--- src/rtl/i2cs_pkg.sv ---
package i2cs_pkg;
  localparam int BYTE_W = 8;
  localparam int ADDR_W = BYTE_W - 1;
  localparam int NUM_IRQ = 3;

  localparam int IRQ_DATA  = 0;
  localparam int IRQ_START = 1;
  localparam int IRQ_STOP  = 2;

  localparam logic [2:0] REG_CTRL = 3'd0;
  localparam logic [2:0] REG_OWN  = 3'd1;
  localparam logic [2:0] REG_DATA = 3'd2;
  localparam logic [2:0] REG_ACT  = 3'd3;
  localparam logic [2:0] REG_IEN  = 3'd4;
  localparam logic [2:0] REG_RAW  = 3'd5;
  localparam logic [2:0] REG_MIS  = 3'd6;
  localparam logic [2:0] REG_CLR  = 3'd7;

  typedef enum logic [3:0] {
    ST_IDLE, ST_ADDR, ST_AACK, ST_RX, ST_RX_WAIT,
    ST_RX_ACK, ST_TX_WAIT, ST_TX, ST_TX_ACK
  } st_e;
endpackage

--- src/rtl/i2cs_line_sync.sv ---
module i2cs_line_sync #(
  parameter int STAGES = 2
) (
  input  logic clk_i,
  input  logic rst_ni,
  input  logic scl_i,
  input  logic sda_i,
  output logic sda_o,
  output logic scl_rise_o,
  output logic scl_fall_o,
  output logic start_o,
  output logic stop_o
);
  logic [STAGES-1:0] scl_ff, sda_ff;
  logic scl_s, sda_s, scl_p, sda_p;

  always_ff @(posedge clk_i or negedge rst_ni) begin
    if (!rst_ni) begin
      scl_ff <= '1;
      sda_ff <= '1;
      scl_p  <= 1'b1;
      sda_p  <= 1'b1;
    end else begin
      scl_ff <= {scl_ff[STAGES-2:0], scl_i};
      sda_ff <= {sda_ff[STAGES-2:0], sda_i};
      scl_p  <= scl_s;
      sda_p  <= sda_s;
    end
  end

  assign scl_s      = scl_ff[STAGES-1];
  assign sda_s      = sda_ff[STAGES-1];
  assign sda_o      = sda_s;
  assign scl_rise_o = scl_s & ~scl_p;
  assign scl_fall_o = ~scl_s & scl_p;
  // SDA edge while SCL stays high marks a bus condition
  assign start_o    = scl_s & scl_p & sda_p & ~sda_s;
  assign stop_o     = scl_s & scl_p & ~sda_p & sda_s;
endmodule

--- src/rtl/i2cs_byte_fsm.sv ---
module i2cs_byte_fsm
  import i2cs_pkg::*;
(
  input  logic              clk_i,
  input  logic              rst_ni,
  input  logic              en_i,
  input  logic [ADDR_W-1:0] own_addr_i,
  input  logic              sda_i,
  input  logic              scl_rise_i,
  input  logic              scl_fall_i,
  input  logic              start_i,
  input  logic              stop_i,
  input  logic              host_rd_i,
  input  logic              host_wr_i,
  input  logic [BYTE_W-1:0] host_wdata_i,
  output logic [BYTE_W-1:0] rx_byte_o,
  output logic [2:0]        act_o,
  output logic              data_ev_o,
  output logic              sda_oe_o,
  output logic              scl_oe_o
);
  localparam int CNT_W = $clog2(BYTE_W + 1);
  localparam logic [CNT_W-1:0] CNT_FULL = CNT_W'(BYTE_W);
  localparam logic [CNT_W-1:0] CNT_LAST = CNT_W'(BYTE_W - 1);

  st_e               state_q;
  logic [BYTE_W-1:0] sr_q;
  logic [CNT_W-1:0]  cnt_q;
  logic              rw_q, first_q, nack_q;
  logic              shifting;

  assign shifting = (state_q == ST_ADDR || state_q == ST_RX) && scl_rise_i && cnt_q != CNT_FULL;

  always_ff @(posedge clk_i or negedge rst_ni) begin
    if (!rst_ni) begin
      state_q   <= ST_IDLE;
      sr_q      <= '0;
      cnt_q     <= '0;
      rw_q      <= 1'b0;
      first_q   <= 1'b0;
      nack_q    <= 1'b0;
      rx_byte_o <= '0;
      sda_oe_o  <= 1'b0;
      data_ev_o <= 1'b0;
    end else begin
      data_ev_o <= 1'b0;
      if (!en_i) begin
        state_q  <= ST_IDLE;
        sda_oe_o <= 1'b0;
      end else if (start_i) begin
        state_q  <= ST_ADDR;
        cnt_q    <= '0;
        sda_oe_o <= 1'b0;
      end else if (stop_i) begin
        state_q  <= ST_IDLE;
        sda_oe_o <= 1'b0;
      end else if (shifting) begin
        sr_q  <= {sr_q[BYTE_W-2:0], sda_i};
        cnt_q <= cnt_q + 1'b1;
      end else begin
        unique case (state_q)
          ST_ADDR: if (scl_fall_i && cnt_q == CNT_FULL) begin
            if (sr_q[BYTE_W-1:1] == own_addr_i) begin
              sda_oe_o <= 1'b1;
              rw_q     <= sr_q[0];
              state_q  <= ST_AACK;
            end else begin
              state_q  <= ST_IDLE;
            end
          end
          ST_AACK: if (scl_fall_i) begin
            sda_oe_o <= 1'b0;
            cnt_q    <= '0;
            if (rw_q) begin
              state_q   <= ST_TX_WAIT;
              data_ev_o <= 1'b1;
            end else begin
              first_q <= 1'b1;
              state_q <= ST_RX;
            end
          end
          ST_RX: if (scl_fall_i && cnt_q == CNT_FULL) begin
            rx_byte_o <= sr_q;
            state_q   <= ST_RX_WAIT;
            data_ev_o <= 1'b1;
          end
          ST_RX_WAIT: if (host_rd_i) begin
            sda_oe_o <= 1'b1;
            first_q  <= 1'b0;
            state_q  <= ST_RX_ACK;
          end
          ST_RX_ACK: if (scl_fall_i) begin
            sda_oe_o <= 1'b0;
            cnt_q    <= '0;
            state_q  <= ST_RX;
          end
          ST_TX_WAIT: if (host_wr_i) begin
            sr_q     <= host_wdata_i;
            sda_oe_o <= ~host_wdata_i[BYTE_W-1];
            cnt_q    <= '0;
            state_q  <= ST_TX;
          end
          ST_TX: if (scl_fall_i) begin
            if (cnt_q == CNT_LAST) begin
              sda_oe_o <= 1'b0;
              state_q  <= ST_TX_ACK;
            end else begin
              sr_q     <= {sr_q[BYTE_W-2:0], 1'b0};
              sda_oe_o <= ~sr_q[BYTE_W-2];
              cnt_q    <= cnt_q + 1'b1;
            end
          end
          ST_TX_ACK: begin
            if (scl_rise_i) nack_q <= sda_i;
            if (scl_fall_i) begin
              if (nack_q) begin
                state_q <= ST_IDLE;
              end else begin
                state_q   <= ST_TX_WAIT;
                data_ev_o <= 1'b1;
              end
            end
          end
          default: ;
        endcase
      end
    end
  end

  // action code: bit0 receive pending, bit1 transmit pending, bit2 first byte
  assign act_o    = {first_q && state_q == ST_RX_WAIT, state_q == ST_TX_WAIT, state_q == ST_RX_WAIT};
  assign scl_oe_o = state_q == ST_RX_WAIT || state_q == ST_TX_WAIT;
endmodule

--- src/rtl/i2cs_irq.sv ---
module i2cs_irq #(
  parameter int N = 3
) (
  input  logic         clk_i,
  input  logic         rst_ni,
  input  logic [N-1:0] ev_i,
  input  logic [N-1:0] ien_i,
  input  logic         clr_we_i,
  input  logic [N-1:0] clr_mask_i,
  output logic [N-1:0] raw_o,
  output logic [N-1:0] mis_o,
  output logic         irq_o
);
  for (genvar k = 0; k < N; k++) begin : g_src
    always_ff @(posedge clk_i or negedge rst_ni) begin
      if (!rst_ni)                      raw_o[k] <= 1'b0;
      else if (ev_i[k])                 raw_o[k] <= 1'b1;
      else if (clr_we_i && clr_mask_i[k]) raw_o[k] <= 1'b0;
    end
    assign mis_o[k] = raw_o[k] & ien_i[k];
  end
  assign irq_o = |mis_o;
endmodule

--- src/rtl/i2cs_top.sv ---
module i2cs_top
  import i2cs_pkg::*;
#(
  parameter int SYNC_STAGES = 2
) (
  input  logic              clk_i,
  input  logic              rst_ni,
  input  logic              scl_i,
  input  logic              sda_i,
  output logic              scl_oe_o,
  output logic              sda_oe_o,
  input  logic [2:0]        reg_addr_i,
  input  logic              reg_we_i,
  input  logic              reg_re_i,
  input  logic [BYTE_W-1:0] reg_wdata_i,
  output logic [BYTE_W-1:0] reg_rdata_o,
  output logic              irq_o
);
  logic               en_q;
  logic [ADDR_W-1:0]  own_q;
  logic [NUM_IRQ-1:0] ien_q, irq_ev, irq_raw, irq_mis;
  logic [BYTE_W-1:0]  rx_byte;
  logic [2:0]         act_code;
  logic sda_s, scl_rise, scl_fall, start_det, stop_det, data_ev;

  always_ff @(posedge clk_i or negedge rst_ni) begin
    if (!rst_ni) begin
      en_q  <= 1'b0;
      own_q <= '0;
      ien_q <= '0;
    end else if (reg_we_i) begin
      unique case (reg_addr_i)
        REG_CTRL: en_q  <= reg_wdata_i[0];
        REG_OWN:  own_q <= reg_wdata_i[ADDR_W-1:0];
        REG_IEN:  ien_q <= reg_wdata_i[NUM_IRQ-1:0];
        default: ;
      endcase
    end
  end

  i2cs_line_sync #(.STAGES(SYNC_STAGES)) u_sync (
    .clk_i, .rst_ni, .scl_i, .sda_i,
    .sda_o(sda_s), .scl_rise_o(scl_rise), .scl_fall_o(scl_fall),
    .start_o(start_det), .stop_o(stop_det)
  );

  i2cs_byte_fsm u_fsm (
    .clk_i, .rst_ni, .en_i(en_q), .own_addr_i(own_q), .sda_i(sda_s),
    .scl_rise_i(scl_rise), .scl_fall_i(scl_fall),
    .start_i(start_det), .stop_i(stop_det),
    .host_rd_i(reg_re_i && reg_addr_i == REG_DATA),
    .host_wr_i(reg_we_i && reg_addr_i == REG_DATA),
    .host_wdata_i(reg_wdata_i), .rx_byte_o(rx_byte), .act_o(act_code),
    .data_ev_o(data_ev), .sda_oe_o, .scl_oe_o
  );

  always_comb begin
    irq_ev            = '0;
    irq_ev[IRQ_DATA]  = data_ev;
    irq_ev[IRQ_START] = start_det & en_q;
    irq_ev[IRQ_STOP]  = stop_det & en_q;
  end

  i2cs_irq #(.N(NUM_IRQ)) u_irq (
    .clk_i, .rst_ni, .ev_i(irq_ev), .ien_i(ien_q),
    .clr_we_i(reg_we_i && reg_addr_i == REG_CLR),
    .clr_mask_i(reg_wdata_i[NUM_IRQ-1:0]),
    .raw_o(irq_raw), .mis_o(irq_mis), .irq_o
  );

  always_comb begin
    unique case (reg_addr_i)
      REG_CTRL: reg_rdata_o = BYTE_W'(en_q);
      REG_OWN:  reg_rdata_o = BYTE_W'(own_q);
      REG_DATA: reg_rdata_o = rx_byte;
      REG_ACT:  reg_rdata_o = BYTE_W'(act_code);
      REG_IEN:  reg_rdata_o = BYTE_W'(ien_q);
      REG_RAW:  reg_rdata_o = BYTE_W'(irq_raw);
      REG_MIS:  reg_rdata_o = BYTE_W'(irq_mis);
      default:  reg_rdata_o = '0;
    endcase
  end
endmodule

--- config.mk ---
export PLATFORM = sky130hd
export DESIGN_NAME = i2cs_top
export DESIGN_NICKNAME = d
export VERILOG_FILES = /design/src/rtl/i2cs_pkg.sv /design/src/rtl/i2cs_line_sync.sv /design/src/rtl/i2cs_byte_fsm.sv /design/src/rtl/i2cs_irq.sv /design/src/rtl/i2cs_top.sv
export SDC_FILE = /design/constraint.sdc
export NUM_CORES = 1
export LEC_CHECK = 0
export BUFFER_PORTS_ARGS = -buffer_cell sky130_fd_sc_hd__buf_2
export CAP_MARGIN = 20
export CORE_ASPECT_RATIO = 0.6
export CORE_MARGIN = 4
export CORE_UTILIZATION = 45
export DETAILED_ROUTE_END_ITERATION = 8
export HOLD_SLACK_MARGIN = 0.15
export PLACE_DENSITY = 0.74
export SYNTH_ARGS = -nofsm -noshare
export SYNTH_HDL_FRONTEND = slang
export SYNTH_SLANG_ARGS = --single-unit
--- constraint.sdc ---
create_clock -name clk_i -period 4.35 [get_ports clk_i]
set_input_delay 0.6525 -clock clk_i [delete_from_list [all_inputs] [get_ports clk_i]]
set_output_delay 0.6525 -clock clk_i [all_outputs]
set_load 0.02 [all_outputs]
==> impl_metrics.tcl <==
set metrics [dict create \
    critical-path-top-delay-family "flip-flops" \
    bufs_and_invs_on_worst_path 1 \
    cts.htree.levels 2 \
    peak_vdd_ir_v 0.0001692 \
    floorplan.initialDensity_pct 46.92 \
    synth_flop_cell "sky130_fd_sc_hd__dfrtp_1" \
    r2r_start "u_fsm.state_q[0]" \
    startpoint_type "register" \
    yosysWarningCount 0 \
    finish.instance_area_um2 3184 \
    r2r_cells 6 \
    setup_tns_final_ps 0 \
    grt_pass1_wl_mm 11.67 \
    most_common_cell_after_layout_fill_and_taps_aside "sky130_fd_sc_hd__dfrtp_1" \
    worstReg2RegEnd "u_fsm.sr_q[0]" \
    timing.setup.critical_path_class "register to output port" \
    dpl.hpwl_mm 5.330 \
    tritoncts "yes" \
    final-setup-viol-count 0 \
    placed_cell_area_um2 3064 \
    ys_ff_latch 49 \
    detailedPlace.worstSlack_ps 1811 \
    grt_antenna_before_repair 0 \
    layout-drive-gt1-share_pct 24.28 \
    syn_to_final_growth_pct 10.08 \
    run_status "finished, final reports clean" \
    synth-edff-count 0 \
    timing_max_transition_violations_final 0 \
    timing.critical_path.fanout_max 19 \
    cts-hold-fix-buffers 0 \
    min-delay-path-class "input port to async pin" \
    leakagePower_nw 1.343 \
    detail_route.wl_per_cell_um 18.23 \
    cts.repair_timing.setup_buffer_count 0 \
    clk-insertion-delay-late_ps 310 \
    multi_input_comb_area_um2 1536 \
    post_cts_resized 0 \
    hold_vio_cnt_final 0 \
    grt_util_all_layers_pct 18.60 \
    synth_fp_nets 314 \
    worst_slew_pin_slew_ps 973.5 \
    register_area_um2 1234 \
    worst_path_cell_chain "nand2b_1 > nor3_1 > a31oi_1 > o22a_1 > o21ai_0 > buf_2" \
    setup_slack_ps 1482 \
    most-common-layout-cells "43 x sky130_fd_sc_hd__dfrtp_1, 28 x sky130_fd_sc_hd__nor2_1, 27 x sky130_fd_sc_hd__buf_2" \
    worstPathRequired_ps 3700 \
    clock-sinks 49 \
    fillCellCount 576 \
    arrival_time_at_the_worst_endpoint_ps 2220 \
    crit_slowest_cell "sky130_fd_sc_hd__dfrtp_1" \
    routed_via_density 6.038 \
    slew-limit-headroom_pct 34.67 \
    boundaryPins 28 \
    drt_iter0_markers 320 \
    setup.reg_to_reg.worst_slack_ps 1710 \
    globalRoute.totalOverflow 0 \
    cts_root_buffer "sky130_fd_sc_hd__clkbuf_8" \
    setup_repair_after_global_routing_missed_its_margin "false" \
    final_net_count 331 \
    clkTransAtPathRegs_ps 90 \
    critical_path.max_stage_delay_ps 720 \
    post_route_drc_violation_count 0 \
    synth.lib_cells_used.distinct 59 \
    clockBufferDepth 2 \
    post_synth_inst_count 295 \
    cell_area_after_technology_mapping_um2 2893 \
    route.vias.total 2397 \
    final_period_minus_worst_setup_slack_ps 2868 \
    num_rows 22 \
    drt-pass1-iter-count 5 \
    post-route-period-util_pct 65.93 \
    die_height_um 70.11 \
    total_cts_buffers 5 \
    detail_route.wirelength_mm 7.239 \
    portBuffers 27 \
    ant_diodes 0 \
    fin_worst_skew_ps 8.874 \
    core_region_area_um2 6166 \
    yosysSeqAreaShare_pct 42.65 \
    cap_violations 0 \
    max_freq_mhz 348.7 \
    gpl.final_weighted_congestion 0.8685 \
    synth_area_per_cell_um2 9.806 \
    cellPowerDensity_nw_per_um2 351.5 \
    fraction_of_registers_with_async_set_reset_pct 100.0 \
    maximum_number_of_pins_on_one_net_before_global_route_repair 28 \
    chipWidth_um 111.5 \
    ant_nets 0 \
    worst_setup_path_end_kind "output port" \
    number_of_global_route_vias_before_repair 2215 \
    design.die.area_um2 7817 \
]
## cell usage after synthesis (7+ instances only)
| master | count | area [um^2] |
|---|---|---|
| sky130_fd_sc_hd__clkbuf_1 | 12 | 45.04 |
| sky130_fd_sc_hd__o21ai_0 | 9 | 45.04 |
| sky130_fd_sc_hd__mux2_2 | 24 | 270.3 |
| sky130_fd_sc_hd__nor2_1 | 28 | 105.1 |
| sky130_fd_sc_hd__dfrtp_1 | 43 | 1076 |
| sky130_fd_sc_hd__nor2b_1 | 8 | 50.05 |
| sky130_fd_sc_hd__nand3_1 | 11 | 55.05 |
| sky130_fd_sc_hd__nor3_1 | 8 | 40.04 |
| sky130_fd_sc_hd__nand2_1 | 19 | 71.32 |
| sky130_fd_sc_hd__inv_1 | 7 | 26.28 |
| sky130_fd_sc_hd__nand2b_1 | 7 | 43.79 |
| sky130_fd_sc_hd__mux2i_1 | 11 | 110.1 |
| sky130_fd_sc_hd__a21oi_1 | 15 | 75.07 |
## final cells by class
| type | instances | area share, % |
|---|---|---|
| multi-input combinational | 220 | 48.25 |
| inverter | 7 | 0.8251 |
| timing repair buffer | 29 | 5.108 |
| tap | 84 | 3.301 |
| sequential | 49 | 38.74 |
| clock inverter | 2 | 1.179 |
| clock buffer | 6 | 2.593 |
## layer usage
layer / share of wire [%] / vias up / GRT usage [%]
li1: - / 1102 / -
met1: 51 / 1158 / 30.07
met2: 38 / 126 / 23.85
met3: 10 / 11 / 5.281
met4: 0.76 / 0 / 3.914
met5: 0 / - / 0
## registers in the layout, summed over array words and instances, names as in the netlist, 2 cells and up
name	cells
u_sync.sda_ff	2
u_sync.scl_ff	2
u_fsm.sr_q	8
u_fsm.rx_byte_o	8
own_q	7
u_fsm.state_q	4
u_fsm.cnt_q	4
u_irq.raw_o	3
ien_q	3
## metrics by stage
step                utilization [%]  hold slack [ps]  cells  total power, mW
finish                        51.64            328.5    397            1.119
global route                  51.64            363.8    397            1.175
CTS                           51.64            345.9    397            1.127
detailed placement            49.70            348.5    389           0.7808
global placement              49.37            346.3    388           0.7685
floorplan                         -            345.2    295           0.7043
## report_power, final
group / internal (mW) / switching [mW] / leakage, nW / total [mW]
Sequential: 0.504 / 0.0569 / 0.609 / 0.561
Clock: 0.187 / 0.158 / 0.0574 / 0.345
Combinational: 0.0993 / 0.114 / 0.677 / 0.213
## kinds of logic after synthesis
group,after synthesis,share of synthesized area [%]
compound gates,63,15.05
xor+xnor,8,2.422
buf+inv,26,4.239
flops,49,42.65
mux,36,13.93
fa+ha+maj,2,0.8649
simple gates,111,20.85
## worst max-delay path by stage
stage / slack (ps) / depth (start not counted) / from / to
floorplan: 1810 / 5 / reg_addr_i[0] / reg_rdata_o[3]
global placement: 1860 / 6 / u_fsm.state_q[0] / u_fsm.sr_q[0]
detailed placement: 1810 / 6 / u_fsm.state_q[0] / u_fsm.sr_q[0]
CTS: 1510 / 5 / u_fsm.state_q[3] / reg_rdata_o[0]
global route: 1240 / 6 / u_fsm.state_q[2] / reg_rdata_o[2]
finish: 1480 / 6 / u_fsm.state_q[2] / reg_rdata_o[2]
Note: power is estimated with default switching activity, not from simulation.
